$ cat src/rtl/icf_pkg.sv
package icf_pkg;

    // Limit an occupancy value to the representable range of a counter.
    function automatic int clamp_count(input int value, input int ceiling);
        if (value < 0)
            return 0;
        if (value > ceiling)
            return ceiling;
        return value;
    endfunction

endpackage

$ cat src/rtl/icf_thread_ctx.sv
module icf_thread_ctx #(
    parameter int              PC_W        = 32,
    parameter int              CNT_W       = 7,
    parameter int              RET_W       = 3,
    parameter int              FETCH_W     = 4,
    parameter int              INSTR_BYTES = 4,
    parameter logic [PC_W-1:0] RESET_PC    = '0
) (
    input  logic             clk,
    input  logic             rst_n,
    input  logic             grant,
    input  logic [RET_W-1:0] retire,
    input  logic [RET_W-1:0] squash,
    input  logic             redir_v,
    input  logic [PC_W-1:0]  redir_pc,
    output logic [PC_W-1:0]  pc_o,
    output logic [CNT_W-1:0] cnt_o
);
    localparam int STEP    = FETCH_W * INSTR_BYTES;
    localparam int CNT_MAX = (1 << CNT_W) - 1;

    logic [PC_W-1:0]  pc_q, pc_d;
    logic [CNT_W-1:0] cnt_q, cnt_d;
    int               occ_sum;

    always_comb begin
        occ_sum = int'(cnt_q) + (grant ? FETCH_W : 0) - int'(retire) - int'(squash);
        cnt_d   = CNT_W'(icf_pkg::clamp_count(occ_sum, CNT_MAX));
    end

    always_comb begin
        if (redir_v)
            pc_d = redir_pc;
        else if (grant)
            pc_d = pc_q + PC_W'(STEP);
        else
            pc_d = pc_q;
    end

    always_ff @(posedge clk) begin
        if (!rst_n) begin
            pc_q  <= RESET_PC;
            cnt_q <= '0;
        end else begin
            pc_q  <= pc_d;
            cnt_q <= cnt_d;
        end
    end

    assign pc_o  = pc_q;
    assign cnt_o = cnt_q;

endmodule

$ cat src/rtl/icf_pick.sv
module icf_pick #(
    parameter int NUM_THR = 4,
    parameter int CNT_W   = 7,
    parameter int TID_W   = 2
) (
    input  logic [NUM_THR-1:0]       elig,
    input  logic [NUM_THR*CNT_W-1:0] cnt_flat,
    input  logic [TID_W-1:0]         rr_ptr,
    output logic                     gnt_valid,
    output logic [TID_W-1:0]         gnt_tid
);
    logic [CNT_W-1:0] best_cnt;
    int               idx;

    // Scan from the tie pointer; only a strictly smaller count displaces the
    // current holder, so the earliest thread in rotation wins a tie.
    always_comb begin
        gnt_valid = 1'b0;
        gnt_tid   = '0;
        best_cnt  = '0;
        idx       = 0;
        for (int k = 0; k < NUM_THR; k++) begin
            idx = int'(rr_ptr) + k;
            if (idx >= NUM_THR)
                idx = idx - NUM_THR;
            if (elig[idx]) begin
                if (!gnt_valid || (cnt_flat[idx*CNT_W +: CNT_W] < best_cnt)) begin
                    gnt_valid = 1'b1;
                    gnt_tid   = TID_W'(idx);
                    best_cnt  = cnt_flat[idx*CNT_W +: CNT_W];
                end
            end
        end
    end

endmodule

$ cat src/rtl/icf_fetch_sel.sv
module icf_fetch_sel #(
    parameter int              NUM_THR     = 4,
    parameter int              FETCH_W     = 4,
    parameter int              INSTR_BYTES = 4,
    parameter int              PC_W        = 32,
    parameter int              CNT_W       = 7,
    parameter int              RET_W       = 3,
    parameter logic [PC_W-1:0] RESET_PC    = 32'h0000_0100,
    parameter logic [PC_W-1:0] PC_STRIDE   = 32'h0000_1000,
    localparam int             TID_W       = (NUM_THR > 1) ? $clog2(NUM_THR) : 1
) (
    input  logic                     clk,
    input  logic                     rst_n,
    input  logic [NUM_THR-1:0]       thr_active,
    input  logic [NUM_THR-1:0]       thr_stall,
    input  logic [NUM_THR*RET_W-1:0] retire_cnt,
    input  logic [NUM_THR*RET_W-1:0] squash_cnt,
    input  logic [NUM_THR-1:0]       redir_valid,
    input  logic [NUM_THR*PC_W-1:0]  redir_pc,
    output logic                     fetch_valid,
    output logic [TID_W-1:0]         fetch_tid,
    output logic [PC_W-1:0]          fetch_pc
);
    logic [NUM_THR-1:0]       elig;
    logic [NUM_THR*PC_W-1:0]  pc_flat;
    logic [NUM_THR*CNT_W-1:0] cnt_flat;
    logic [TID_W-1:0]         rr_q;

    assign elig = thr_active & ~thr_stall;

    for (genvar i = 0; i < NUM_THR; i++) begin : g_thr
        icf_thread_ctx #(
            .PC_W        (PC_W),
            .CNT_W       (CNT_W),
            .RET_W       (RET_W),
            .FETCH_W     (FETCH_W),
            .INSTR_BYTES (INSTR_BYTES),
            .RESET_PC    (RESET_PC + PC_W'(i) * PC_STRIDE)
        ) u_ctx (
            .clk      (clk),
            .rst_n    (rst_n),
            .grant    (fetch_valid && (fetch_tid == TID_W'(i))),
            .retire   (retire_cnt[i*RET_W +: RET_W]),
            .squash   (squash_cnt[i*RET_W +: RET_W]),
            .redir_v  (redir_valid[i]),
            .redir_pc (redir_pc[i*PC_W +: PC_W]),
            .pc_o     (pc_flat[i*PC_W +: PC_W]),
            .cnt_o    (cnt_flat[i*CNT_W +: CNT_W])
        );
    end

    icf_pick #(
        .NUM_THR (NUM_THR),
        .CNT_W   (CNT_W),
        .TID_W   (TID_W)
    ) u_pick (
        .elig      (elig),
        .cnt_flat  (cnt_flat),
        .rr_ptr    (rr_q),
        .gnt_valid (fetch_valid),
        .gnt_tid   (fetch_tid)
    );

    assign fetch_pc = pc_flat[int'(fetch_tid)*PC_W +: PC_W];

    always_ff @(posedge clk) begin
        if (!rst_n)
            rr_q <= '0;
        else if (fetch_valid)
            rr_q <= (fetch_tid == TID_W'(NUM_THR - 1)) ? '0 : fetch_tid + 1'b1;
    end

endmodule

$ cat config.mk
export PLATFORM = sky130hd
export DESIGN_NAME = icf_fetch_sel
export DESIGN_NICKNAME = d
export VERILOG_FILES = /design/src/rtl/icf_pkg.sv /design/src/rtl/icf_thread_ctx.sv /design/src/rtl/icf_pick.sv /design/src/rtl/icf_fetch_sel.sv
export SDC_FILE = /design/constraint.sdc
export NUM_CORES = 1
export LEC_CHECK = 0
export CAP_MARGIN = 10
export CORE_ASPECT_RATIO = 0.5
export CORE_UTILIZATION = 40
export CTS_CLUSTER_SIZE = 12
export DETAILED_ROUTE_END_ITERATION = 16
export PLACE_DENSITY = 0.58
export SETUP_SLACK_MARGIN = 0.3
export SYNTH_ARGS = -nofsm -noshare
export SYNTH_HDL_FRONTEND = slang
export SYNTH_SLANG_ARGS = --single-unit
$ cat constraint.sdc
create_clock -name clk -period 14.3 [get_ports clk]
set_clock_uncertainty 0.05 [all_clocks]
set_input_delay 2.86 -clock clk [delete_from_list [all_inputs] [get_ports clk]]
set_output_delay 2.86 -clock clk [all_outputs]
set_load 0.05 [all_outputs]
After elaboration in Yosys (flattened, before gate mapping) --
Index checks and enable logic that the tools add are counted.
Storage, ports and cells: register bits 158, latch bits 0, RAM bits 0, bits in read-only memories 0, output and inout port bits 35, word-level logic and storage cells 154, memories 0
Cells by class: add/subtract/negate cells 24, multiply operators 4, divide/modulo/power cells 0, order comparisons 19, equality and inequality tests 3, shifts and indexed selects 5, mux-type cells 68, bitwise operators 3, reductions and logical operators 19
Operators with widths (count):
- $mux W32 | 12
- $sub A32 B4 Y32 | 8
- $add A32 B5 Y32 const B | 4
- $add A8 B32 Y32 | 4
- $gt A32 B8 Y1 const B | 4
- $lt A32 B1 Y1 const B | 4
- $lt A32 B4 Y1 const B | 4
- $mul A32 B4 Y32 const B | 4
- $shiftx A128 B8 Y32 | 1
- $shiftx A28 B32 Y7 | 4
- $ge A32 B4 Y1 const B | 3
- $sub A32 B4 Y32 const B | 3
- $mux W7 | 13
- $mux W1 | 27
- $lt A7 B7 Y1 | 3
- $mux W2 | 8
- $mux W3 | 4
- $bmux W1 S2 | 4
- $reduce_bool A2 Y1 | 4
- $reduce_or A2 Y1 | 4
- $add A2 B2 Y3 const B | 2
- $and A4 B4 Y4 | 1
- $eq A2 B2 Y1 const B | 2
- $logic_and A1 B1 Y1 | 4
- 10 further kinds | 14

Longest topological paths before layout --
word-level depth 28, depth in mapped cells 71, gate-level depth less buffers 57

Cells and area by module --
From an unflattened synthesis, not the netlist that was laid out.
Second synthesis, totals: cell total of the unflattened synthesis 1896, area, all modules 16400.7 µm²
By module, submodules not included:
- icf_pick | instances 1, cells an instance 669, area an instance 5385.2 µm², seq. area each 0.0 µm²
- icf_thread_ctx at g_thr[2].u_ctx | instances 1, cells an instance 292, area an instance 2562.5 µm², seq. area each 780.7 µm²
- icf_thread_ctx at g_thr[1].u_ctx | instances 1, cells an instance 293, area an instance 2560.0 µm², seq. area each 780.7 µm²
- icf_thread_ctx at g_thr[0].u_ctx | instances 1, cells an instance 294, area an instance 2488.6 µm², seq. area each 780.7 µm²
- icf_thread_ctx at g_thr[3].u_ctx | instances 1, cells an instance 286, area an instance 2426.1 µm², seq. area each 780.7 µm²
- icf_fetch_sel | instances 1, cells an instance 62, area an instance 978.4 µm², seq. area each 40.0 µm²

Least setup slack after synthesis --
OpenSTA, ideal clock, no wires.
kind register to output, start register rr_q[0], end output port fetch_pc[14], data arrival time 10328 ps, data required time 11390 ps, setup slack 1062 ps, cell stages (with the launch flop) 50, path through dfxtp_1 -> buf_2 -> inv_2 -> clkbuf_1 -> buf_1 -> clkbuf_1 -> ha_1 -> buf_6 -> buf_4 -> buf_4 -> clkbuf_1 -> buf_1 -> buf_2 -> mux4_2 -> and2_1 -> a311oi_1 -> a21oi_1 -> o211ai_1 -> (+14 left out) -> o21ai_0 -> a21o_1 -> nand2_1 -> nor2_1 -> a21oi_1 -> ha_1 -> a21o_1 -> a21o_1 -> a211oi_1 -> o21ai_0 -> o21ai_0 -> and2_1 -> nand3_1 -> a2bb2oi_2 -> buf_6 -> buf_8 -> mux2i_1 -> mux2i_1
On the way: longest elaborated chain between the ends 19
Ends and longest elaborated chain:
- start: declaration | RTL line icf_fetch_sel.sv:27 | logic [TID_W-1:0] rr_q;
- start signal: assignment | RTL line icf_fetch_sel.sv:70 | rr_q <= (fetch_tid == TID_W'(NUM_THR - 1)) ? '0 : fetch_tid + 1'b1;
- branches (longest 17 deep; another with $sub A32 B4 Y32)
- $mux W2 (*) | RTL line icf_pick.sv:26 | if (elig[idx]) begin
- via fetch_tid[0] | RTL line icf_fetch_sel.sv:21 | output logic [TID_W-1:0] fetch_tid,
- $shiftx A128 B8 Y32 (*) | RTL line icf_fetch_sel.sv:64 | assign fetch_pc = pc_flat[int'(fetch_tid)*PC_W +: PC_W];
- end: declaration | RTL line icf_fetch_sel.sv:22 | output logic [PC_W-1:0] fetch_pc
Mark *: on every way through the listed nets, which the timed path passes. The select of a mux whose other input is x is not followed.

Final worst setup path --
start input port thr_stall[1], end output port fetch_pc[29]
On the way: longest elaborated chain between the ends 19
Ends and longest elaborated chain:
- start: declaration | RTL line icf_fetch_sel.sv:15 | input logic [NUM_THR-1:0] thr_stall,
- $not A4 Y4 (*) | RTL line icf_fetch_sel.sv:29 | assign elig = thr_active & ~thr_stall;
- $and A4 B4 Y4 (*) | RTL line icf_fetch_sel.sv:29
- $bmux W1 S2 | RTL line icf_pick.sv:26
- $mux W1 (not written as such) (2 in a row) | RTL line icf_pick.sv:26
- $mux W7 or $mux W1 (tied branches) | RTL line icf_pick.sv:26
- $lt A7 B7 Y1 or $logic_not A1 Y1 (tied branches) | RTL line icf_pick.sv:27 | if (!gnt_valid || (cnt_flat[idx*CNT_W +: CNT_W] < best_cnt)) begin
- $logic_or A1 B1 Y1 | RTL line icf_pick.sv:27
- $mux W7 or $mux W1 (tied branches) | RTL line icf_pick.sv:27
- (+2 left out)
- $logic_or A1 B1 Y1 | RTL line icf_pick.sv:27
- $mux W7 or $mux W1 (tied branches) | RTL line icf_pick.sv:27
- $mux W7 or $mux W1 (tied branches) | RTL line icf_pick.sv:26
- $lt A7 B7 Y1 or $logic_not A1 Y1 (tied branches) | RTL line icf_pick.sv:27
- $logic_or A1 B1 Y1 | RTL line icf_pick.sv:27
- $mux W2 | RTL line icf_pick.sv:27
- $mux W2 (*) | RTL line icf_pick.sv:26
- $shiftx A128 B8 Y32 (*) | RTL line icf_fetch_sel.sv:64
Mark *: on every way between the ends. The rest lies on a longest branch, timed or not. The select of a mux whose other input is x is not followed.

==> flow_summary.json <==
{
  "syn_avg_cell_area_um2": 7.90,
  "clock_latency_ns": 0.44,
  "power_density_nw_per_um2": 280,
  "cpMaxStageDelayCell": "mux4_2",
  "cts_root_buffer": "clkbuf_16",
  "clk_path_buf_depth": 2,
  "seq_area_frac_synth_pct": 20.9,
  "syn-num-nets": 2178,
  "grtUsageTotal_pct": 26.5,
  "core_region_area_um2": 36600,
  "ys_ff_latch": 158,
  "grt_pass1_vias": 13600,
  "clk_pin_slew_ns": 0.06,
  "path_buf_inv": 5,
  "synth_common_cells": "nand2_1 (259), mux2i_1 (170), dfxtp_1 (158), o21ai_0 (157)",
  "async_reset_ff_share_pct": 0,
  "die_w_um": 277,
  "nets": 2310,
  "peakVddDrop_mv": 0.279,
  "cts_max_level": 4,
  "dieArea_um2": 38700,
  "critPathRequiredTime_ns": 11.39,
  "fp.dieH_um": 140,
  "cp_max_fo": 35,
  "finalHoldViolCount": 0,
  "postSynthCellCount": 1920,
  "yosysWarnings": 0,
  "drc": 0,
  "arrival_ns": 10.49,
  "final_core_util_pct": 50.5,
  "total_power_mw": 5.18,
  "ys_top_cells_by_area": "dfxtp_1 (21%), mux2i_1 (11%), nand2_1 (6.4%)",
  "cts_buffers": 17,
  "total_leakage_power_nw": 7.58,
  "hp-class": "flip-flop to flip-flop",
  "syn_to_final_growth_pct": 21.9,
  "synth_area_um2": 15200,
  "crit_family": "compound AO/OA/AOI/OAI gates",
  "fin_crit_ns": 13.40,
  "grt_pass1_wl_um": 79400,
  "routed-via-count": 14300,
  "hpwl_um": 40300,
  "netlist.area_leader.share_pct": 20.9,
  "first_pass_iters": 6,
  "grt-ovfl-total": 0,
  "setup_viol": 0,
  "synth_top_flop_cell": "dfxtp_1",
  "cts_tree": "yes",
  "fin_ws_ns": 0.901,
  "start_kind": "primary input",
  "numPortBuffers": 200,
  "rows": 49,
  "ant_nets": 0,
  "worst_setup_path_end_kind": "output port",
  "antenna_found_initial": 7,
  "wire_per_inst_um": 20.2,
  "drive_gt1_share_pct": 9.15,
  "status": "finished, final reports clean",
  "grt_max_degree": 78,
  "clock.fmax_mhz": 74.6,
  "synth.distinct_cells": 75,
  "synth_edf_count": 0,
  "fin_area_um2": 18500,
  "worst_pin_slew_ns": 1.05,
  "finalCritPeriodShare_pct": 93.7,
  "cpPeakStageDelay_ns": 0.57,
  "wl_um": 51800,
  "cts.sinks": 158,
  "initialDrtViolationCount": 1389,
  "synth_top_area_cell": "dfxtp_1",
  "maxSlewViolCount": 0,
  "initial_core_util_pct": 41.4,
  "critPathKind": "primary input to output port",
  "placed_area_um2": 17800,
  "pre_cts_ws_ns": -0.0160,
  "fin_hold_ws_ns": 0.476,
  "gp_congestion": 0.994,
  "rsz0062_at_grt": "no",
  "relSlewSlack_pct": 29.9,
  "crit_top_cell": "a21o_1",
  "vias_per_cell": 5.58,
  "ios": 201,
  "cap_viol_max_count": 0,
  "yosysMostFrequentCell": "nand2_1"
}
[final timing paths]
path / from / to / slack, ns / depth (start not counted)
setup reg to reg: rr_q[1] / g_thr[0].u_ctx.cnt_o[5] / 2.23 / 58
hold / removal: g_thr[0].u_ctx.pc_o[3] / g_thr[0].u_ctx.pc_o[3] / 0.48 / 2
hold reg to reg: g_thr[0].u_ctx.pc_o[3] / g_thr[0].u_ctx.pc_o[3] / 0.48 / 2
setup / recovery: thr_stall[1] / fetch_pc[29] / 0.90 / 37
[flip-flops by register name, indices dropped and copies added, names as in the netlist]
signal             cells
g_thr.u_ctx.cnt_o     28
g_thr.u_ctx.pc_o     128
rr_q                   2
[tightest hold or removal path: stages (launching register included)]
cell	delay, ns
dfxtp_1	0.33
mux2i_1	0.07
nor2b_1	0.09
[placed cells by master (no fill, tap or decap), drive strengths merged, types with 7 or more instances in the layout]
cell type and count:
ha 72, nand2 259, o31ai 7, xnor2 41, nand4 27, mux4 39
nand3 44, o211ai 12, clkbuf 18, a211oi 17, o21a 9, a21o 20
buf 69, o21ai 162, o22ai 12, diode 7, xor2 80, o211a 9
a21boi 8, clkinv 9, mux2i 170, mux2 24, clkdlybuf4s50 162, inv 122
a21oi 111, and2 107, nor2b 35, and3 24, dfxtp 158, and4 8
fa 20, nand2b 32, nor2 91, nor3 16
[kinds of logic after synthesis]
| group | synth area share (%) |
|---|---|
| buffers and inverters | 6.55 |
| XOR/XNOR | 6.99 |
| AO/OA/AOI/OAI | 17.1 |
| multiplexers | 18.8 |
| AND/OR/NAND/NOR | 21.2 |
| adder cells (fa/ha/maj) | 8.58 |
| flip-flops | 20.9 |
[where the power goes]
group	total (mW)	internal, mW	switching (mW)
registers	0.628	0.502	0.126
clock network	0.446	0.239	0.207
logic	4.10	1.76	2.34
[final cells by class]
type                    instances  area, um2
fillers                      3559      18100
multi-input cells            1527      11100
flip-flops and latches        158       3170
repair buffers                231       2610
well taps                     484        606
clock buffers                  18        450
inverters                     117        439
clock inverters                14        120
diodes                          7       17.5
[repair_timing]
action | 4_1_cts | 5_1_grt
resized for setup | 2 | 10
pin swaps | 1 | 1
setup endpoints to repair | 32 | 46
setup buffers | 4 | 1
hold buffers | 0 | 0
[per-stage QoR]
step	cells	setup TNS [ns]
floorplan	1920	0
global placement	2512	0
detailed placement	2512	-0.0171
CTS	2548	0
global route	2556	0
finish	2556	0
[metal layers]
| metal | vias up | global-route usage (%) | wire [um] |
|---|---|---|---|
| li1 | 6974 | - | - |
| met1 | 6703 | 33.9 | 22300 |
| met2 | 505 | 44.2 | 24500 |
| met3 | 85 | 4.26 | 3090 |
| met4 | 0 | 11.1 | 1910 |
| met5 | - | 0 | 0 |
Note: power is estimated with default switching activity, not from simulation.
